$ cat src/rtl/rp_pkg.sv
package rp_pkg;
  parameter int FRAC_W   = 23;
  parameter int EXP_W    = 8;
  parameter int EXP_IN_W = 10;
  localparam int MANT_W  = FRAC_W + 3;
  localparam int WORD_W  = 1 + EXP_W + FRAC_W;
  localparam int BIAS    = (1 << (EXP_W - 1)) - 1;
  localparam int EXP_MAX = (1 << EXP_W) - 1;
  localparam int SH_CAP  = MANT_W + 1;
  localparam int SH_W    = $clog2(SH_CAP + 1);

  typedef enum logic [1:0] {CLS_ZERO = 2'b00, CLS_NUM = 2'b01, CLS_INF = 2'b10, CLS_NAN = 2'b11} cls_e;
  typedef enum logic [1:0] {RM_NEAR = 2'b00, RM_ZERO = 2'b01, RM_UP = 2'b10, RM_DOWN = 2'b11} rm_e;

  typedef struct packed {
    logic                       isZero;
    logic                       isInf;
    logic                       isNan;
    logic                       isSub;
    logic [SH_W-1:0]            shAmt;
    logic signed [EXP_IN_W:0]   biasedExp;
  } strobe_t;
endpackage

$ cat src/rtl/rp_ctrl.sv
module rp_ctrl
  import rp_pkg::*;
(
  input  logic [1:0]                 classIn,
  input  logic signed [EXP_IN_W-1:0] expIn,
  output strobe_t                    strobes
);
  localparam logic signed [EXP_IN_W:0] BIAS_X = BIAS;
  localparam logic signed [EXP_IN_W:0] ONE_X  = 1;
  localparam logic signed [EXP_IN_W:0] CAP_X  = SH_CAP;

  logic signed [EXP_IN_W:0] biased;
  logic signed [EXP_IN_W:0] underAmt;
  logic                     isNum;

  always_comb begin
    biased   = $signed({expIn[EXP_IN_W-1], expIn}) + BIAS_X;
    underAmt = ONE_X - biased;
    isNum    = (classIn == CLS_NUM);

    strobes.isZero    = (classIn == CLS_ZERO);
    strobes.isInf     = (classIn == CLS_INF);
    strobes.isNan     = (classIn == CLS_NAN);
    strobes.isSub     = isNum && (biased <= 0);
    strobes.biasedExp = biased;
    if (!strobes.isSub)
      strobes.shAmt = '0;
    else if (underAmt > CAP_X)
      strobes.shAmt = CAP_X[SH_W-1:0];
    else
      strobes.shAmt = underAmt[SH_W-1:0];
  end
endmodule

$ cat src/rtl/rp_dpath.sv
module rp_dpath
  import rp_pkg::*;
(
  input  strobe_t             st,
  input  logic                signIn,
  input  logic [MANT_W-1:0]   mantIn,
  input  logic                stickyIn,
  input  logic [1:0]          rmode,
  input  logic                ufTrapEn,
  output logic [WORD_W-1:0]   result,
  output logic                ixFlag,
  output logic                frFlag,
  output logic                ofFlag,
  output logic                ufFlag
);
  localparam logic signed [EXP_IN_W:0] EXP_MAX_X = EXP_MAX;
  localparam logic [EXP_W-1:0]  EXP_ONES = '1;
  localparam logic [EXP_W-1:0]  EXP_TOP  = EXP_ONES - 1'b1;
  localparam logic [EXP_W-1:0]  EXP_MIN  = 1;
  localparam logic [FRAC_W-1:0] FRAC_Z   = '0;
  localparam logic [FRAC_W-1:0] FRAC_ONES = '1;

  logic [2*MANT_W-1:0]      sExt;
  logic [MANT_W-1:0]        aligned;
  logic [FRAC_W:0]          kept;
  logic [FRAC_W+1:0]        rounded;
  logic                     guardB, roundB, stk, inexact, incr, carry, toInf;
  logic signed [EXP_IN_W:0] expAdj;

  // alignment and rounding decision
  always_comb begin
    sExt    = {mantIn, {MANT_W{1'b0}}} >> st.shAmt;
    aligned = sExt[2*MANT_W-1:MANT_W];
    guardB  = aligned[1];
    roundB  = aligned[0];
    stk     = stickyIn | (|sExt[MANT_W-1:0]);
    kept    = aligned[MANT_W-1:2];
    inexact = guardB | roundB | stk;
    unique case (rmode)
      RM_NEAR: incr = guardB & (roundB | stk | kept[0]);
      RM_ZERO: incr = 1'b0;
      RM_UP:   incr = inexact & ~signIn;
      default: incr = inexact & signIn;
    endcase
    unique case (rmode)
      RM_NEAR: toInf = 1'b1;
      RM_ZERO: toInf = 1'b0;
      RM_UP:   toInf = ~signIn;
      default: toInf = signIn;
    endcase
    rounded = {1'b0, kept} + {{(FRAC_W+1){1'b0}}, incr};
    carry   = rounded[FRAC_W+1];
    expAdj  = st.biasedExp + $signed({{EXP_IN_W{1'b0}}, carry});
  end


  always_comb begin
    rz_no_incr_chk: assert (!(rmode == RM_ZERO && incr));
  end


  always_comb begin
    rp_neg_no_incr_chk: assert (!(rmode == RM_UP && signIn && incr));
  end

  // packing
  always_comb begin
    result = '0;
    ixFlag = 1'b0;
    frFlag = 1'b0;
    ofFlag = 1'b0;
    ufFlag = 1'b0;
    if (st.isNan) begin
      result = {signIn, EXP_ONES, mantIn[MANT_W-2:2]};
    end else if (st.isInf) begin
      result = {signIn, EXP_ONES, FRAC_Z};
    end else if (st.isZero) begin
      result = {signIn, {(WORD_W-1){1'b0}}};
    end else begin
      ixFlag = inexact;
      frFlag = incr;
      if (st.isSub) begin
        if (rounded[FRAC_W])
          result = {signIn, EXP_MIN, FRAC_Z};
        else
          result = {signIn, {EXP_W{1'b0}}, rounded[FRAC_W-1:0]};
        ufFlag = ~rounded[FRAC_W] & (inexact | ufTrapEn);
      end else if (expAdj >= EXP_MAX_X) begin
        if (toInf) begin
          result = {signIn, EXP_ONES, FRAC_Z};
          ofFlag = 1'b1;
        end else begin
          result = {signIn, EXP_TOP, FRAC_ONES};
        end
      end else begin
        result = {signIn, expAdj[EXP_W-1:0], rounded[FRAC_W-1:0]};
      end
    end
  end
endmodule

$ cat src/rtl/rp_round_pack.sv
module rp_round_pack
  import rp_pkg::*;
(
  input  logic                        clk,
  input  logic                        rstN,
  input  logic                        validIn,
  input  logic                        signIn,
  input  logic [1:0]                  classIn,
  input  logic [EXP_IN_W-1:0]         expIn,
  input  logic [MANT_W-1:0]           mantIn,
  input  logic                        stickyIn,
  input  logic [1:0]                  rmodeIn,
  input  logic                        ufTrapEn,
  output logic                        validOut,
  output logic [WORD_W-1:0]           resultOut,
  output logic                        inexactOut,
  output logic                        fracInexactOut,
  output logic                        fracRoundedOut,
  output logic                        overflowOut,
  output logic                        underflowOut
);
  strobe_t           strobes;
  logic [WORD_W-1:0] resultD;
  logic              ixD, frD, ofD, ufD;

  rp_ctrl uCtrl (
    .classIn (classIn),
    .expIn   ($signed(expIn)),
    .strobes (strobes)
  );

  rp_dpath uDpath (
    .st       (strobes),
    .signIn   (signIn),
    .mantIn   (mantIn),
    .stickyIn (stickyIn),
    .rmode    (rmodeIn),
    .ufTrapEn (ufTrapEn),
    .result   (resultD),
    .ixFlag   (ixD),
    .frFlag   (frD),
    .ofFlag   (ofD),
    .ufFlag   (ufD)
  );

  always_ff @(posedge clk) begin
    if (!rstN) begin
      validOut       <= 1'b0;
      resultOut      <= '0;
      inexactOut     <= 1'b0;
      fracInexactOut <= 1'b0;
      fracRoundedOut <= 1'b0;
      overflowOut    <= 1'b0;
      underflowOut   <= 1'b0;
    end else begin
      validOut <= validIn;
      if (validIn) begin
        resultOut      <= resultD;
        inexactOut     <= ixD;
        fracInexactOut <= ixD;
        fracRoundedOut <= frD;
        overflowOut    <= ofD;
        underflowOut   <= ufD;
      end
    end
  end


  valid_rise_chk: assert property (@(posedge clk) disable iff (!rstN) validIn |=> validOut);

  valid_idle_chk: assert property (@(posedge clk) disable iff (!rstN) !validIn |=> !validOut);

  hold_chk: assert property (@(posedge clk) disable iff (!rstN) !validIn |=> $stable(resultOut));

  fr_needs_ix_chk: assert property (@(posedge clk) disable iff (!rstN) fracRoundedOut |-> inexactOut);

  ovf_inf_chk: assert property (@(posedge clk) disable iff (!rstN)
    overflowOut |-> (resultOut[WORD_W-2:0] == {{EXP_W{1'b1}}, {FRAC_W{1'b0}}}));

  uf_sub_chk: assert property (@(posedge clk) disable iff (!rstN)
    underflowOut |-> (resultOut[WORD_W-2:FRAC_W] == '0));
endmodule

$ cat config.mk
export PLATFORM = sky130hd
export DESIGN_NAME = rp_round_pack
export DESIGN_NICKNAME = d
export VERILOG_FILES = /design/src/rtl/rp_pkg.sv /design/src/rtl/rp_ctrl.sv /design/src/rtl/rp_dpath.sv /design/src/rtl/rp_round_pack.sv
export SDC_FILE = /design/constraint.sdc
export NUM_CORES = 1
export LEC_CHECK = 0
export BUFFER_PORTS_ARGS = -buffer_cell sky130_fd_sc_hd__buf_2
export CORE_MARGIN = 2
export CORE_UTILIZATION = 40
export CTS_CLUSTER_DIAMETER = 80
export DETAILED_ROUTE_END_ITERATION = 10
export GPL_ROUTABILITY_DRIVEN = 0
export PLACE_DENSITY_LB_ADDON = 0.25
export SYNTH_ARGS = -nofsm -noshare
export SYNTH_HDL_FRONTEND = slang
export SYNTH_SLANG_ARGS = --single-unit
$ cat constraint.sdc
create_clock -name clk -period 9.4 [get_ports clk]
set_input_delay 0.94 -clock clk [delete_from_list [all_inputs] [get_ports clk]]
set_output_delay 0.94 -clock clk [all_outputs]
set_load 0.01 [all_outputs]
[Yosys cells after proc, flatten, opt, wreduce, memory -nomap -nowiden]
Index checks and enable logic that the tools add are counted.
Storage, ports and cells
  flip-flop bits (word level): 37
  bits in latches: 0
  memory bits (writable): 0
  bits in read-only memories: 0
  bits of input ports: 46
  output and inout bits: 38
  logic and storage cells: 62
  memories kept: 0
Operators by class
  $add $sub $neg: 4
  multiply operators: 0
  div/mod/pow operators: 0
  order comparisons: 3
  equal/unequal tests: 5
  shift-type cells: 1
  muxes and demuxes: 27
  bitwise operators: 12
  reductions and logical operators: 4
Operator list (count)
  $mux W31: 5
  $shr A52 B5 Y52: 1
  $mux W24: 2
  $reduce_or A26 Y1: 1
  $add A24 B1 Y25: 1
  $mux W1: 16
  $add A10 B8 Y11 const B: 1
  $add A11 B2 Y11: 1
  $ge A11 B9 Y1 const B: 1
  $gt A11 B6 Y1 const B: 1
  $le A11 B1 Y1 const B: 1
  $sub A2 B11 Y11 const A: 1
  $mux W5: 2
  $eq A2 B2 Y1 const B: 3
  $or A1 B1 Y1: 6
  $pmux W1 S3: 2
  $and A1 B1 Y1: 4
  $eq A2 B1 Y1 const B: 2
  $logic_not A2 Y1: 2
  $not A1 Y1: 2
  $logic_and A1 B1 Y1: 1

[Logic depth before layout (Yosys ltp)]
  depth in word-level cells: 20
  mapped depth: 46

[Cells and area by module]
A second synthesis with hierarchy kept.
Unflattened totals
  cell total of the unflattened synthesis: 729
  area, all modules: 5741.8 um2
Modules (own cells, without submodules)
  rp_dpath: times used 1, cells an instance 513, area each 3684.8 um2, sequential area each 0.0 um2
  rp_round_pack: times used 1, cells an instance 118, area each 1422.6 um2, sequential area each 740.7 um2
  rp_ctrl: times used 1, cells an instance 98, area each 634.4 um2, sequential area each 0.0 um2

[Worst setup path before layout]
Ideal clock, no wire load.
  path type: input -> register
  from: in expIn[0]
  to: reg resultOut[17]
  data arrival time: 9648 ps
  required time: 9315 ps
  slack: -332 ps
  cell stages on the path: 45
  buffers on the path: 6
  cell sequence: clkbuf_1 inv_1 clkbuf_1 ha_1 inv_1 clkbuf_1 ha_1 clkinv_1 nand2_1 and4_1 clkbuf_1 nor4_2 a21oi_2 buf_2 nand3_1 a32oi_1 nand2_2 o21ai_0 [9 not listed] nand2_1 nor3_1 ha_1 nor2b_1 and3_1 xor2_1 nor2_1 nand4_1 a21oi_1 o22ai_1 o21ai_0 a22oi_1 or2_2 a211oi_1 nor2_2 nand2_4 buf_6 o31ai_2
Between the ends
  cells in the longest elaborated chain, start to end: 20
Ends and longest elaborated chain
  start: declaration: line rp_round_pack.sv:9  | input logic [EXP_IN_W-1:0] expIn,
  $add A10 B8 Y11 *: line rp_ctrl.sv:17  | biased = $signed({expIn[EXP_IN_W-1], expIn}) + BIAS_X;
  $sub A2 B11 Y11: line rp_ctrl.sv:18  | underAmt = ONE_X - biased;
  $gt A11 B6 Y1: line rp_ctrl.sv:28  | else if (underAmt > CAP_X)
  $mux W5: line rp_ctrl.sv:28
  $mux W5: line rp_ctrl.sv:26  | if (!strobes.isSub)
  $shr A52 B5 Y52: line rp_dpath.sv:32  | sExt = {mantIn, {MANT_W{1'b0}}} >> st.shAmt;
  $reduce_or A26 Y1: line rp_dpath.sv:36  | stk = stickyIn | (|sExt[MANT_W-1:0]);
  $or A1 B1 Y1: line rp_dpath.sv:36
  [4 not listed]
  $add A24 B1 Y25: line rp_dpath.sv:51  | rounded = {1'b0, kept} + {{(FRAC_W+1){1'b0}}, incr};
  $add A11 B2 Y11: line rp_dpath.sv:53  | expAdj = st.biasedExp + $signed({{EXP_IN_W{1'b0}}, carry});
  $ge A11 B9 Y1: line rp_dpath.sv:88  | end else if (expAdj >= EXP_MAX_X) begin
  $mux W31: line rp_dpath.sv:88
  $mux W31 *: line rp_dpath.sv:82  | if (st.isSub) begin
  $mux W31 *: line rp_dpath.sv:77  | end else if (st.isZero) begin
  $mux W31 *: line rp_dpath.sv:75  | end else if (st.isInf) begin
  $mux W31 *: line rp_dpath.sv:73  | if (st.isNan) begin
  end signal: assignment: line rp_round_pack.sv:58  | resultOut <= resultD;
  end: declaration: line rp_round_pack.sv:15  | output logic [WORD_W-1:0] resultOut,
Mark *: on every way between the ends. The rest lies on a longest branch, timed or not.
A chain may end at the register's enable or synchronous reset.

[Worst setup path after layout]
  from: in expIn[0]
  to: reg resultOut[12]
The elaborated chain is that of the path after synthesis.

==> reports/summary.txt <==
Status = completed
Mapped Nets = 958
TritonCTS Buffers = 5
Leakage = 0.00288 uW
Placed cell count = 1192
Clock transition at the registers of the reported paths = 60 ps
ANT cells = 0
GRT overflow = 0
Final worst path period need = 8860 ps
CTS Buffer Depth = 2
Crit path launch type = primary input
Worst R2R Path Depth = 2
Depth of the CTS H-tree = 2
Initial antenna violation count = 0
Achievable Freq = 0.113 GHz
Root buffer selected by CTS = clkbuf_16
Crit-path max FO = 35
Dpl hpwl = 20300 um
Area occupied by multi-input gates = 5290 um^2
Worst Setup End Kind = flip-flop
Hold depth = 2
Post-route ant nets = 0
Distinct cells, synth = 106
I/O Pins = 84
First-pass GRT wire length = 41800 um
Slew @ Worst Pin = 1010 ps
Clk Latency, worst-skew pair = 280 ps
Max cap viols = 0
Flops & latches, synth = 37
Vias = 8150
Unrepaired setup endpoints after global routing = no
Chip height = 130 um
Die area = 16900 um^2
Tcrit/Tclk final = 94.3%
CTS tree = done
Synth warn = 0
Number of vias per cell = 6.79
Slowest cell on crit path = a2111oi_0
Hold EP = underflowOut
Pin count of the biggest net entering global routing = 50
Data arrival, critical path = 8990 ps
Initial Util = 41.3%
Wire per inst = 22.4 um
Area delta synth->final = 18.2%
Max-slew violations = 0
Slowest cell delay on critical path = 530 ps
Top delay family on crit path = simple AND/OR/NAND/NOR gates
WP depth = 38
Core Area = 15300 um^2
Hold crit path type = reg -> reg
Seq/Total Area, Yosys = 11.7%
R2R Path End = resultOut[23]
Fillers = 1550
Reg2reg setup slack = 8460 ps
Synth Instances = 902
Most frequent cells in the layout = nand2_1, buf_2, buf_4
Clk sinks = 37
Finish-stage setup viols = 0
Share of layout cells above drive strength 1 = 25.3%
DR pass1 iterations = 6
Async SR Flop Fraction = 0%
Gr usage total = 31.5%
Commonest non-fill, non-tap cell in the layout = nand2_1
Reg-to-Reg Start = resultOut[23]
Vias in the first global route = 7423
Layout Cells excl Fill = 1201
Worst vdd ir = 63.2 uV
Rows = 45
Slew margin rel. = 32.8%
Pwr dens = 101 nW/um^2
Port-buffer cells = 83
Syn avg cell area = 7.02 um^2
Final #Nets = 1045
Final hold vios = 0
Critical Path Start = expIn[0]
Die Wd = 130 um
Initial DRC Count = 1494
Cell Area, Synth = 6330 um^2
Final Skew = 0 ps
Post-route DRC = 0
Total Routed Length = 27000 um
Total Power = 754 uW
Crit path kind = in -> reg
Buffers & Inverters on Critical Path = 2
Critical path required time = 9520 ps
Number of enable flip-flop cells after synthesis = 0
Hold Path Origin = underflowOut
Register Area = 741 um^2
Post-synth top flop = dfxtp_1
worst reg2reg max path: cells and delay by family (launching register included):
family	cells	cell delay [ps]
DFF	1	320
AOI/OAI and AO/OA	2	500
power by group:
part / leakage (uW) / internal (uW) / switching (uW)
clock network: 0.0000696 / 97.3 / 67.7
registers: 0.000305 / 167 / 5.41
logic: 0.00251 / 147 / 269
state kept, by name, indices dropped and copies added (netlist names):
| register | cells |
|---|---|
| resultOut | 32 |
| fracInexactOut | 1 |
| fracRoundedOut | 1 |
| overflowOut | 1 |
| underflowOut | 1 |
| validOut | 1 |
what timing repair did:
action | CTS | global route
resized for setup | 0 | 23
setup buffers | 0 | 1
setup endpoints to repair | 0 | 25
hold buffers | 0 | 0
synthesized netlist by cell type, types with 5 or more instances:
cell	n	share of area (%)
o21ai_0	48	3.8
xnor2_1	19	2.6
or2_2	6	0.59
buf_4	9	1.1
ha_1	10	2.0
a22oi_1	14	1.7
buf_1	8	0.47
a21o_1	6	0.71
clkbuf_1	39	2.3
dfxtp_1	37	12
nand2_1	110	6.5
a32oi_1	5	0.69
nor4_1	11	1.1
o21ai_1	5	0.40
a2bb2oi_1	5	0.69
nor3b_1	6	0.71
buf_2	9	0.71
nand3_1	49	3.9
nor2b_1	14	1.4
buf_6	7	1.2
nor2_1	67	4.0
a2111oi_0	6	0.83
nand2b_1	5	0.49
inv_1	18	1.1
a21boi_0	6	0.71
o32ai_1	6	0.83
a31oi_1	28	2.8
and3_1	6	0.59
or3_1	5	0.49
o221a_2	7	1.2
a211oi_1	13	1.5
o221ai_1	10	1.4
nand4_1	29	2.9
a21oi_1	50	4.0
and2_1	10	0.99
mux2i_1	23	3.6
o211ai_1	21	2.5
o2bb2ai_1	6	0.83
o31ai_1	13	1.5
o22ai_1	6	0.59
nor3_1	24	1.9
xor2_1	16	2.2
worst max-delay path by stage:
stage | end | slack (ps)
2_1_floorplan | resultOut[12] | 3
6_report | resultOut[12] | 540
3_5_place_dp | resultOut[12] | -100
3_3_place_gp | resultOut[12] | 180
5_1_grt | resultOut[8] | 20
4_1_cts | resultOut[12] | 220
cell type report:
| class | count | share of cell area (%) |
|---|---|---|
| Multi-Input combinational cell | 772 | 70.7 |
| Timing Repair Buffer | 154 | 13.0 |
| Sequential cell | 37 | 9.90 |
| Tap cell | 211 | 3.53 |
| Clock buffer | 5 | 1.67 |
| Inverter | 19 | 0.953 |
| Clock inverter | 3 | 0.234 |
metal layers:
| metal | vias to the layer above | routed length [um] | global-route usage (%) |
|---|---|---|---|
| met1 | 3704 | 11200 | 45.2 |
| li1 | 3666 | - | - |
| met5 | - | 52 | 3.82 |
| met3 | 135 | 3370 | 4.96 |
| met4 | 2 | 1320 | 13.3 |
| met2 | 643 | 11000 | 46.4 |
stage by stage:
step | hold WS, ps | setup TNS (ps) | utilization (%) | area, um^2 | worst slack, ps
floorplan | 476 | 0 | - | 6360 | 3.05
global placement | 437 | 0 | 47.1 | 7210 | 178
detailed placement | 439 | -1070 | 47.1 | 7210 | -96.6
CTS | 459 | 0 | 48.0 | 7350 | 220
global route | 501 | 0 | 48.8 | 7480 | 20.1
finish | 462 | 0 | 48.8 | 7480 | 536
kinds of logic after synthesis:
logic type      share of synthesized area [%]
fa+ha+maj                                1.98
flops                                    11.7
mux                                      4.41
compound gates                           39.4
buf+inv                                  7.09
simple gates                             30.6
xor+xnor                                 4.84
No activity file was read; power rests on OpenSTA's default activity.
